`config.mk`:
```
export PLATFORM = sky130hd
export DESIGN_NAME = grp_intc
export DESIGN_NICKNAME = d
export VERILOG_FILES = /design/src/rtl/grp_intc.sv
export SDC_FILE = /design/constraint.sdc
export NUM_CORES = 1
export LEC_CHECK = 0
export ABC_AREA = 0
export BUFFER_PORTS_ARGS = -buffer_cell sky130_fd_sc_hd__buf_2
export CORE_MARGIN = 3
export CORE_UTILIZATION = 35
export CTS_CLUSTER_SIZE = 30
export DETAILED_ROUTE_END_ITERATION = 8
export PLACE_DENSITY = 0.62
export SETUP_SLACK_MARGIN = 0.15
export SYNTH_ARGS = -nofsm -noshare
export SYNTH_HDL_FRONTEND = slang
export SYNTH_SLANG_ARGS = --single-unit
```
`constraint.sdc`:
```
create_clock -name clk -period 3.5 [get_ports clk]
set_clock_uncertainty 0.2 [all_clocks]
set_input_delay 0.175 -clock clk [delete_from_list [all_inputs] [get_ports clk]]
set_output_delay 0.175 -clock clk [all_outputs]
set_load 0.005 [all_outputs]
```
`src/rtl/grp_intc.sv`:
```
`timescale 1ns/1ps
module grp_intc #(
  parameter int W  = 16,
  parameter int AW = 5
) (
  input  logic          clk,
  input  logic          rst,
  input  logic [W-1:0]  src_lb,
  input  logic [W-1:0]  src_lpc,
  input  logic [W-1:0]  src_pci,
  input  logic [W-1:0]  src_nmi,
  input  logic          wr_en,
  input  logic [AW-1:0] addr,
  input  logic [W-1:0]  wr_data,
  output logic [W-1:0]  rd_data,
  output logic          irq_cpu,
  output logic          irq_nmi
);
  localparam int NG = 4;
  localparam logic [AW-1:0] STAT_ADDR = AW'(NG * 4);

  logic [NG-1:0][W-1:0] src, mask, trig, pol, cond, prev, edgeq, edge_det, clr, req;
  logic [NG-1:0] summary;

  assign src = {src_nmi, src_pci, src_lpc, src_lb};

  for (genvar g = 0; g < NG; g++) begin : g_grp
    localparam logic [AW-1:0] A_MASK = AW'(4 * g);
    localparam logic [AW-1:0] A_TRIG = AW'(4 * g + 1);
    localparam logic [AW-1:0] A_POL  = AW'(4 * g + 2);
    localparam logic [AW-1:0] A_REQ  = AW'(4 * g + 3);

    assign cond[g]     = ~(src[g] ^ pol[g]);
    assign edge_det[g] = cond[g] & ~prev[g] & trig[g];
    assign clr[g]      = (wr_en && addr == A_REQ) ? ~wr_data : '0;
    assign req[g]      = (trig[g] & edgeq[g]) | (~trig[g] & cond[g]);
    assign summary[g]  = |(req[g] & ~mask[g]);

    always_ff @(posedge clk) begin
      if (rst) begin
        mask[g]  <= '1;
        trig[g]  <= '0;
        pol[g]   <= '0;
        prev[g]  <= '0;
        edgeq[g] <= '0;
      end else begin
        prev[g]  <= cond[g];
        edgeq[g] <= trig[g] & ((edgeq[g] & ~clr[g]) | edge_det[g]);
        if (wr_en && addr == A_MASK) mask[g] <= wr_data;
        if (wr_en && addr == A_TRIG) trig[g] <= wr_data;
        if (wr_en && addr == A_POL)  pol[g]  <= wr_data;
      end
    end
  end

  always_comb begin
    rd_data = '0;
    if (addr == STAT_ADDR) begin
      rd_data[NG-1:0] = summary;
    end else if (addr < STAT_ADDR) begin
      case (addr[1:0])
        2'd0: rd_data = mask[addr[3:2]];
        2'd1: rd_data = trig[addr[3:2]];
        2'd2: rd_data = pol[addr[3:2]];
        default: rd_data = req[addr[3:2]];
      endcase
    end
  end

  assign irq_cpu = |summary[2:0];
  assign irq_nmi = summary[3];
endmodule


```
Yosys cells after proc, flatten, opt, wreduce, memory -nomap -nowiden
Index checks and enable logic that the tools add are counted.
{"block": "classes", "n_eq_ne": 18, "n_lt_le_gt_ge": 2, "bitwise": 61, "mux": 16, "n_reduce_logical": 23}
{"op": "$and A16 B16 Y16", "count": 28}
{"op": "$not A16 Y16", "count": 21}
{"op": "$mux W16", "count": 9}
{"op": "$bmux W16 S2", "count": 4}
{"op": "$or A16 B16 Y16", "count": 8}
{"op": "$reduce_or A16 Y1", "count": 4}
{"op": "$xor A16 B16 Y16", "count": 4}
{"op": "$pmux W16 S3", "count": 1}
{"op": "$reduce_or A48 Y1", "count": 1}
{"op": "$eq A5 B4 Y1 const B", "count": 8}
{"op": "$eq A5 B3 Y1 const B", "count": 4}
{"op": "$logic_and A1 B1 Y1", "count": 16}
{"op": "$mux W12", "count": 1}
{"op": "$eq A5 B2 Y1 const B", "count": 2}
{"op": "$eq A5 B1 Y1 const B", "count": 1}
{"op": "$eq A5 B5 Y1 const B", "count": 1}
{"op": "$logic_not A5 Y1", "count": 1}
{"op": "$lt A5 B5 Y1 const B", "count": 1}
{"op": "$mux W4", "count": 1}
{"op": "$lt A2 B3 Y1 const B", "count": 1}
{"op": "$eq A2 B1 Y1 const B", "count": 1}
{"op": "$eq A2 B2 Y1 const B", "count": 1}
{"op": "$logic_not A2 Y1", "count": 1}
{"block": "totals", "word_cells": 140, "inputBits": 88, "register_bits": 320, "out_inout_bits": 18}

Logic depth before layout (Yosys ltp)
Gate-level depths: netlist (run 1).
{"block": "depth", "word_depth": 9, "mapped_depth": 9, "ltp_nobuf": 6}

Worst setup path before layout (run 1)
No wires, ideal clock.
{"block": "synth_timing", "path_kind": "reg2out", "startpoint": "reg pol[50] in the netlist's numbering", "endpoint": "out rd_data[3]", "path_stages_with_launch": 6, "n_path_buf": 0, "t_required_ns": 3.125, "slack_ns": 1.255, "arrival_ns": 1.870, "cell_sequence": "dfxtp_1 -> xor2_1 -> nor3_1 -> or4_1 -> or4_4 -> a41o_1"}
{"block": "synth_between", "elab_chain_len": 7}
{"element": "from (decl)", "line": "22", "rtl": "logic [NG-1:0][W-1:0] src, mask, trig, pol, cond, prev, edgeq, edge_det, clr, req;"}
{"element": "from (signal, indexed assignment)", "line": "51", "rtl": "if (wr_en && addr == A_POL) pol[g] <= wr_data;"}
{"element": "$xor A16 B16 Y16", "line": "33", "rtl": "assign cond[g] = ~(src[g] ^ pol[g]);"}
{"element": "$not A16 Y16", "line": "33"}
{"element": "$and A16 B16 Y16", "line": "36", "rtl": "assign req[g] = (trig[g] & edgeq[g]) | (~trig[g] & cond[g]);"}
{"element": "$or A16 B16 Y16", "line": "36"}
{"element": "$and A16 B16 Y16", "line": "37", "rtl": "assign summary[g] = |(req[g] & ~mask[g]);"}
{"element": "$reduce_or A16 Y1", "line": "37"}
{"element": "via irq_nmi", "line": "17", "rtl": "output logic irq_nmi"}
{"element": "$mux W4", "line": "58", "rtl": "if (addr == STAT_ADDR) begin"}
{"element": "to (decl)", "line": "15", "rtl": "output logic [W-1:0] rd_data,"}
The timed path passes the listed nets, and every way through them passes these cells.

Final worst setup path (run 1)
{"block": "layout_timing", "startpoint": "reg mask[60] in the netlist's numbering", "endpoint": "out rd_data[3]"}
{"block": "layout_between", "elab_chain_len": 4}
{"element": "from (decl)", "line": "22"}
{"element": "from (signal, indexed assignment)", "line": "49", "rtl": "if (wr_en && addr == A_MASK) mask[g] <= wr_data;"}
{"element": "$not A16 Y16", "line": "37"}
{"element": "$and A16 B16 Y16", "line": "37"}
{"element": "$reduce_or A16 Y1", "line": "37"}
{"element": "$mux W4", "line": "58"}
No other way between the ends.

==> qor.yml, run 1 <==
sta:
  hold_viol: 0
  period_share: 0.937
  slew_headroom: 0.429
  slew_violations: 0
  setup_viol: 0
  worst_pin_slew_ns: 0.854
  rsz0062_at_grt: "false"
  setup_tns_ns: 0
  max_freq_mhz: 305
  fin_crit_ns: 3.28
  holdWs_ns: 0.0329
cells_and_area:
  area_growth_pct: 20.2
  mostFrequentLayoutCells: "nand2_1 (471), dfxtp_1 (320), o21ai_0 (160), a21oi_1 (139), nand3b_1 (106)"
  layout_commonest_cell: "nand2_1"
  drive_gt1_frac: 0.131
  final_net_count: 2050
  diodes: 0
global_routing:
  grt.overflow.total: 0
  grt_usage: 0.238
  grt_pass1_vias: 13090
  grt_max_degree: 115
  antenna_found_initial: 0
  grt_pass1_wl_um: 82200
critical_path:
  critPathLaunch: "mask[60]$_SDFFE_PP1P_"
  crit_arrival_ns: 2.91
  critPathBufInv: 1
  cp_slowest_stage_delay_ns: 0.51
  path_max_fanout: 4
  crit_slowest_cell: "or4_4"
  crit_required_ns: 3.12
  worstPathCellList: "and3b_1 > a31oi_4 > nand3_1 > or4_1 > or4_4 > a41o_1 > buf_2"
  worst-setup-path-type: "reg -> out"
  path_delay_family: "simple AND/OR/NAND/NOR gates"
  worstSetupEndpointType: "output pin"
  critPathLaunchType: "flop"
  r2r-start: "pol[34]$_SDFFE_PP0P_"
logic_synthesis:
  synth_xor_area_frac: 0.0371
  ys_seq_area_frac: 0.424
  synthFlopType: "dfxtp_1"
  ys_warn_count: 0
  synthDistinctLibCells: 39
  synth_edf_count: 0
  ys_seq_elements: 320
  synthMuxAreaShare: 0.0904
  synth-simple-area-share: 0.281
  syn_avg_cell_area_um2: 8.31
  synth_top_family_by_area: "simple AND/OR/NAND/NOR gates"
  syn-cell-area_um2: 15100
  synthesis.nets: 1905
  synth_compound_area_frac: 0.136
  syn_inst: 1817
  synthArstFlopShare: 0
  synthAdderAreaFrac: 0
floorplanning:
  start_util: 0.357
  die_w_um: 214
  ioPinCount: 106
  die_y_um: 214
  die-area_um2: 45700
  coreArea_um2: 42300
  fp-row-count: 75
power_and_ir_drop:
  leakage_nw: 7.15
  powerDensity_nw_per_um2: 447
  peakVddDrop_uv: 279
clocking:
  cts.clk_slew.worst_paths_ns: 0.06
  clock_sinks: 320
  tritoncts: "built"
  h-tree-depth: 2
  post-cts-setup-buffers: 0
  insertion_delay_ns: 0.53
  cts_root_buf: "clkbuf_16"
  cts_buffers: 34
  clockBufferDepth: 3
detailed_routing:
  vias: 14291
  drt_iter0_markers: 1543
  vias_per_cell: 5.58
  routedWlPerCell_um: 21.5
  ant_nets: 0
  drc: 0
  wl_um: 55200
  dr.pass1.iters: 7
run:
  maxCapViolations: 0
outcome:
  status: "finished clean"
place:
  dp_hpwl_um: 41000
  gp_congestion: 1.01
  port_buffers: 105
worst_hold_path:
  hp-class: "in -> reg"
  min_from: "rst"
==> where the power goes <==
group	switching [mW]	internal, mW
clock	1.51	2.13
combinational	0.421	0.295
sequential	0.0423	3.70
==> layer usage <==
layer	up-vias	global-route usage	part of all wire
li1	6662	-	-
met1	6898	0.343	0.44
met2	643	0.369	0.45
met3	88	0.0288	0.079
met4	0	0.0839	0.035
met5	-	0	0
==> sequential cells by signal (all words and copies together), names as in the netlist <==
name,count
pol,64
prev,64
trig,64
mask,64
edgeq,64
==> final timing paths <==
check	to	slack [ns]	depth (start not counted)
max	rd_data[3]	0.22	7
min	prev[16]$_SDFF_PP0_	0.03	2
max reg2reg	edgeq[34]$_SDFF_PP0_	2.04	3
min reg2reg	pol[55]$_SDFFE_PP0P_	0.29	2
==> cell usage after synthesis, types with 8 or more instances <==
cell type | instances | area (um2)
xor2_1 | 64 | 561
nor2_1 | 93 | 349
and3b_1 | 71 | 622
nor3_1 | 89 | 445
nand3b_1 | 106 | 796
a31oi_1 | 15 | 93.8
nand2_1 | 471 | 1770
a21oi_1 | 139 | 696
o21ai_0 | 160 | 801
inv_1 | 8 | 30.0
nor4_1 | 14 | 87.6
buf_2 | 12 | 60.1
nand3_1 | 10 | 50.1
clkbuf_1 | 92 | 345
o22ai_1 | 14 | 87.6
mux4_2 | 52 | 1170
dfxtp_1 | 320 | 6410
o211ai_1 | 30 | 225
mux2_2 | 14 | 158
==> metrics by stage <==
step | power, mW | instance area [um2] | cells | worst slack, ns | util
after floorplan | 4.19 | 15100 | 1817 | 1.25 | -
after global placement | 4.45 | 16200 | 2422 | 0.640 | 0.383
after detailed placement | 4.46 | 16200 | 2422 | 0.638 | 0.383
after CTS | 8.13 | 18100 | 2562 | 0.184 | 0.429
after global routing | 8.33 | 18200 | 2562 | 0.196 | 0.429
final | 8.11 | 18200 | 2562 | 0.220 | 0.429
==> cell families after synthesis <==
| logic type | count (synthesis) |
|---|---|
| AOI/OAI and AO/OA | 376 |
| xor gates and xnor gates | 64 |
| buffers and inverters | 116 |
| DFF | 320 |
| muxes | 68 |
| and+or+nand+nor | 873 |
==> cell type report <==
type	instances	area (um2)
fill	4168	24200
inverter	8	30.0
clock buffer	49	998
multi-input combinational	1381	8270
clock inverter	10	110
sequential	320	6410
timing repair buffer	217	1620
tap	577	722
==> what timing repair did <==
action	CTS	global route
pin swaps	0	0
hold buffers	81	0
hold endpoints to repair	315	0
resized for setup	1	2
cloned	0	0
setup endpoints to repair	1	2
No activity file was read; power rests on OpenSTA's default activity.
==> run 2, diff against run 1 <==
--- a/config.mk
+++ b/config.mk
@@ -7,7 +7,7 @@
 export LEC_CHECK = 0
 export ABC_AREA = 0
 export BUFFER_PORTS_ARGS = -buffer_cell sky130_fd_sc_hd__buf_2
-export CORE_MARGIN = 3
+export CORE_MARGIN = 2
 export CORE_UTILIZATION = 35
 export CTS_CLUSTER_SIZE = 30
 export DETAILED_ROUTE_END_ITERATION = 8
==> qor.yml, run 2 (synthesis gave the netlist of run 1 again) <==
power_and_ir_drop:
  clockPowerShare: 0.471
  finalPower_mw: 8.43
  power_frac_comb: 0.085
  p_sw_mw: 2.04
  peakVddDrop_uv: 262
  leakage_nw: 7.22
  pwr-share-seq: 0.444
  p_int_mw: 6.39
  switching_share: 0.242
  powerDensity_nw_per_um2: 462
critical_path:
  cp_slowest_stage_delay_ns: 0.50
  critPathLaunch: "mask[60]$_SDFFE_PP1P_"
  r2r-start: "pol[51]$_SDFFE_PP0P_"
  crit_arrival_ns: 2.90
  r2r-end: "edgeq[51]$_SDFF_PP0_"
  crit_required_ns: 3.12
  r2r_cells: 3
  crit_slowest_cell: "or4_4"
  worstPathCellList: "and3b_1 > a31oi_2 > nand3_1 > or4_1 > or4_4 > a41o_1 > buf_2"
  reg2reg_slack_ns: 2.09
  critPathBufInv: 1
  cp.depth: 7
  worstSetupEndpointType: "output pin"
  crit_end: "rd_data[3]"
  critPathLaunchType: "flop"
  worst-setup-path-type: "reg -> out"
  path_delay_family: "simple AND/OR/NAND/NOR gates"
  path_max_fanout: 4
global_routing:
  antenna_found_initial: 0
  grt_max_degree: 103
  grt_pass1_wl_um: 81100
  grt_usage: 0.243
  grt_pass1_vias: 12842
  grt.overflow.total: 0
cells_and_area:
  layout_commonest_cell: "nand2_1"
  final_net_count: 2053
  final_util: 0.427
  area_growth_pct: 20.9
  drive_gt1_frac: 0.137
  layoutNonFillerInstCount: 2537
  diodes: 0
  mostFrequentLayoutCells: "nand2_1 (471), dfxtp_1 (320), o21ai_0 (160), a21oi_1 (139), nand3b_1 (106)"
sta:
  period_share: 0.935
  setup_viol: 0
  slew_violations: 0
  setup_tns_ns: 0
  max_freq_mhz: 305
  fin_ws_ns: 0.226
  fin_crit_ns: 3.27
  worst_pin_slew_ns: 0.844
  hold_viol: 0
  slew_headroom: 0.436
  rsz0062_at_grt: "false"
worst_hold_path:
  hp-class: "in -> reg"
  min_from: "rst"
floorplanning:
  die-area_um2: 44800
  die_y_um: 212
  ioPinCount: 106
  coreArea_um2: 42800
  fp-row-count: 76
  start_util: 0.353
  die_w_um: 212
detailed_routing:
  dr.pass1.iters: 5
  vias: 14085
  drc: 0
  vias_per_cell: 5.55
  ant_nets: 0
  routedWlPerCell_um: 21.7
  wl_um: 55100
  drt_iter0_markers: 1617
place:
  gp_congestion: 0.986
  dpl.cell_count: 2393
  dp_hpwl_um: 41000
  port_buffers: 105
  pre_cts_ws_ns: 0.659
clocking:
  clockBufferDepth: 3
  cts_buffers: 36
  clock_sinks: 320
  h-tree-depth: 2
  cts.clk_slew.worst_paths_ns: 0.06
  cts_root_buf: "clkbuf_16"
  insertion_delay_ns: 0.53
  post-cts-setup-buffers: 0
  tritoncts: "built"
outcome:
  status: "finished clean"
run:
  maxCapViolations: 0
[run 2: metrics by stage]
stage,instance area [um2],hold WS (ns)
2_1_floorplan,15100,0.111
3_3_place_gp,16200,0.268
3_5_place_dp,16200,0.275
4_1_cts,18200,0.0180
5_1_grt,18300,0.0767
6_report,18300,0.0247
[run 2: area by class of cell]
type,instances,area (um2)
inverters,8,30.0
well taps,546,683
clock inverters,17,205
multi-input cells,1381,8270
repair buffers,218,1620
fillers,4173,24500
flip-flops and latches,320,6410
clock buffers,47,1030
[run 2: timing repair]
item	in CTS	in global routing
setup endpoints to repair	3	1
hold buffers	80	0
resized for setup	2	1
hold endpoints to repair	318	0
[run 2: layer usage]
metal | global-route usage | routed length [um] | vias up
li1 | - | - | 6668
met1 | 0.341 | 24200 | 6753
met2 | 0.375 | 24600 | 561
met3 | 0.0230 | 3820 | 103
met4 | 0.113 | 2500 | 0
met5 | 0 | 0 | -
[run 2: worst min path at each step]
stage                                 to  slack, ns  depth (start not counted)
global placement    pol[55]$_SDFFE_PP0P_       0.27                          2
floorplan           pol[18]$_SDFFE_PP0P_       0.11                          2
CTS                  prev[51]$_SDFF_PP0_       0.02                          2
global route         prev[48]$_SDFF_PP0_       0.08                          2
finish               prev[48]$_SDFF_PP0_       0.02                          2
detailed placement  pol[49]$_SDFFE_PP0P_       0.27                          2
[run 2: power groups by stage]
stage          Sequential, mW  Clock (mW)  Combinational, mW
2_1_floorplan            3.81           0              0.383
3_3_place_gp             3.82           0              0.624
3_5_place_dp             3.82           0              0.635
4_1_cts                  3.74        4.00              0.706
5_1_grt                  3.75        4.16              0.767
6_report                 3.75        3.97              0.713
==> run 3, diff against run 2 <==
--- a/config.mk
+++ b/config.mk
@@ -6,8 +6,9 @@
 export NUM_CORES = 1
 export LEC_CHECK = 0
 export ABC_AREA = 0
+export ABC_CLOCK_PERIOD_IN_PS = 4250
 export BUFFER_PORTS_ARGS = -buffer_cell sky130_fd_sc_hd__buf_2
-export CORE_MARGIN = 2
+export CORE_MARGIN = 1
 export CORE_UTILIZATION = 35
 export CTS_CLUSTER_SIZE = 30
 export DETAILED_ROUTE_END_ITERATION = 8
==> constraint.sdc (replaced) <==
create_clock -name clk -period 4.25 [get_ports clk]
set_clock_uncertainty 0.2 [all_clocks]
set_input_delay 0.2125 -clock clk [delete_from_list [all_inputs] [get_ports clk]]
set_output_delay 0.2125 -clock clk [all_outputs]
set_load 0.005 [all_outputs]
==> qor.yml, run 3 (synthesis gave the netlist of run 1 again) <==
critical_path:
  path_max_fanout: 4
  crit_required_ns: 3.84
  worst-setup-path-type: "reg -> out"
  cp_slowest_stage_delay_ns: 0.85
  cp.depth: 6
  critPathLaunch: "pol[40]$_SDFFE_PP0P_"
  worstPathCellList: "xor2_1 > nor3_1 > or4_1 > nor4_1 > o21ai_0 > buf_2"
  critPathLaunchType: "flop"
  r2r-start: "pol[51]$_SDFFE_PP0P_"
  r2r_cells: 3
  crit_slowest_cell: "nor4_1"
  crit_arrival_ns: 3.18
  reg2reg_slack_ns: 2.74
  crit_end: "rd_data[2]"
  critPathBufInv: 1
  r2r-end: "edgeq[51]$_SDFF_PP0_"
  path_delay_family: "simple AND/OR/NAND/NOR gates"
  worstSetupEndpointType: "output pin"
clocking:
  tritoncts: "built"
  clock_sinks: 320
  clockBufferDepth: 3
  cts.clk_slew.worst_paths_ns: 0.06
  h-tree-depth: 2
  cts_resized: 0
  insertion_delay_ns: 0.52
  cts_buffers: 35
  cts_root_buf: "clkbuf_16"
place:
  pre_cts_ws_ns: 1.17
  port_buffers: 105
  gp_congestion: 0.986
  dp_hpwl_um: 42400
  dpl.cell_count: 2376
sta:
  worst_pin_slew_ns: 1.02
  slew_headroom: 0.311
  max_freq_mhz: 278
  setup_viol: 0
  period_share: 0.845
  setup_tns_ns: 0
  rsz0062_at_grt: "false"
  fin_ws_ns: 0.658
  hold_viol: 0
  slew_violations: 0
  fin_crit_ns: 3.59
power_and_ir_drop:
  p_sw_mw: 1.61
  pwr-share-seq: 0.463
  leakage_nw: 7.09
  clockPowerShare: 0.448
  powerDensity_nw_per_um2: 371
  finalPower_mw: 6.66
  switching_share: 0.242
  peakVddDrop_uv: 180
  p_int_mw: 5.05
  power_frac_comb: 0.088
floorplanning:
  coreArea_um2: 42200
  die_y_um: 210
  start_util: 0.358
  ioPinCount: 106
  die-area_um2: 44000
  fp-row-count: 75
  die_w_um: 210
detailed_routing:
  wl_um: 57000
  dr.pass1.iters: 5
  drc: 0
  routedWlPerCell_um: 22.7
  vias: 14220
  vias_per_cell: 5.66
  ant_nets: 0
  drt_iter0_markers: 1535
global_routing:
  grt.overflow.total: 0
  grt_pass1_vias: 12887
  grt_max_degree: 165
  grt_usage: 0.256
  grt_pass1_wl_um: 84000
  antenna_found_initial: 0
cells_and_area:
  diodes: 0
  mostFrequentLayoutCells: "nand2_1 (471), dfxtp_1 (320), o21ai_0 (160), a21oi_1 (139), nand3b_1 (106)"
  layoutNonFillerInstCount: 2512
  multiInputGateArea_um2: 8250
  area_growth_pct: 19.1
  drive_gt1_frac: 0.126
  regArea_um2: 6410
  final_net_count: 2042
  layout_commonest_cell: "nand2_1"
  nFillCells: 4175
run:
  maxCapViolations: 0
outcome:
  status: "finished clean"
worst_hold_path:
  hp-class: "in -> reg"
## run 3: timing repair
| action | CTS | global route |
|---|---|---|
| endpoints found under the hold margin | 275 | 0 |
| setup buffers | 0 | 0 |
| hold buffers | 80 | 0 |
## run 3: power groups by stage
stage / sequential, mW / clock, mW / combinational (mW)
floorplan: 3.14 / 0 / 0.315
global placement: 3.15 / 0 / 0.517
detailed placement: 3.15 / 0 / 0.523
CTS: 3.09 / 3.02 / 0.581
global route: 3.09 / 3.14 / 0.628
finish: 3.09 / 2.99 / 0.588
## run 3: layout make-up
type / instances / area share
repair buffers: 208 / 0.0847
well taps: 539 / 0.0375
clock buffers: 50 / 0.0563
multi-input cells: 1381 / 0.459
inverters: 8 / 0.00167
flip-flops and latches: 320 / 0.356
clock inverters: 6 / 0.00466
## run 3: metal layers
| metal | global-route usage | part of all wire |
|---|---|---|
| met1 | 0.373 | 0.45 |
| met2 | 0.382 | 0.43 |
| met3 | 0.0311 | 0.079 |
| met4 | 0.103 | 0.039 |
| met5 | 0 | 0 |
## run 3: worst min path at each step
stage | start | to | slack, ns | depth (start not counted)
6_report | rst | prev[48]$_SDFF_PP0_ | 0.05 | 2
5_1_grt | rst | prev[48]$_SDFF_PP0_ | 0.1 | 2
4_1_cts | rst | prev[48]$_SDFF_PP0_ | 0.05 | 2
3_5_place_dp | pol[33]$_SDFFE_PP0P_ | pol[33]$_SDFFE_PP0P_ | 0.28 | 2
3_3_place_gp | pol[40]$_SDFFE_PP0P_ | pol[40]$_SDFFE_PP0P_ | 0.27 | 2
2_1_floorplan | wr_data[2] | pol[18]$_SDFFE_PP0P_ | 0.15 | 2
## run 3: per-stage QoR
stage                     utilization  area (um2)  hold slack, ns
final                           0.426       18000          0.0470
after global routing            0.426       18000          0.0954
after CTS                       0.426       18000          0.0514
after detailed placement        0.381       16100           0.279
after global placement          0.381       16100           0.267
after floorplan                     -       15100           0.148
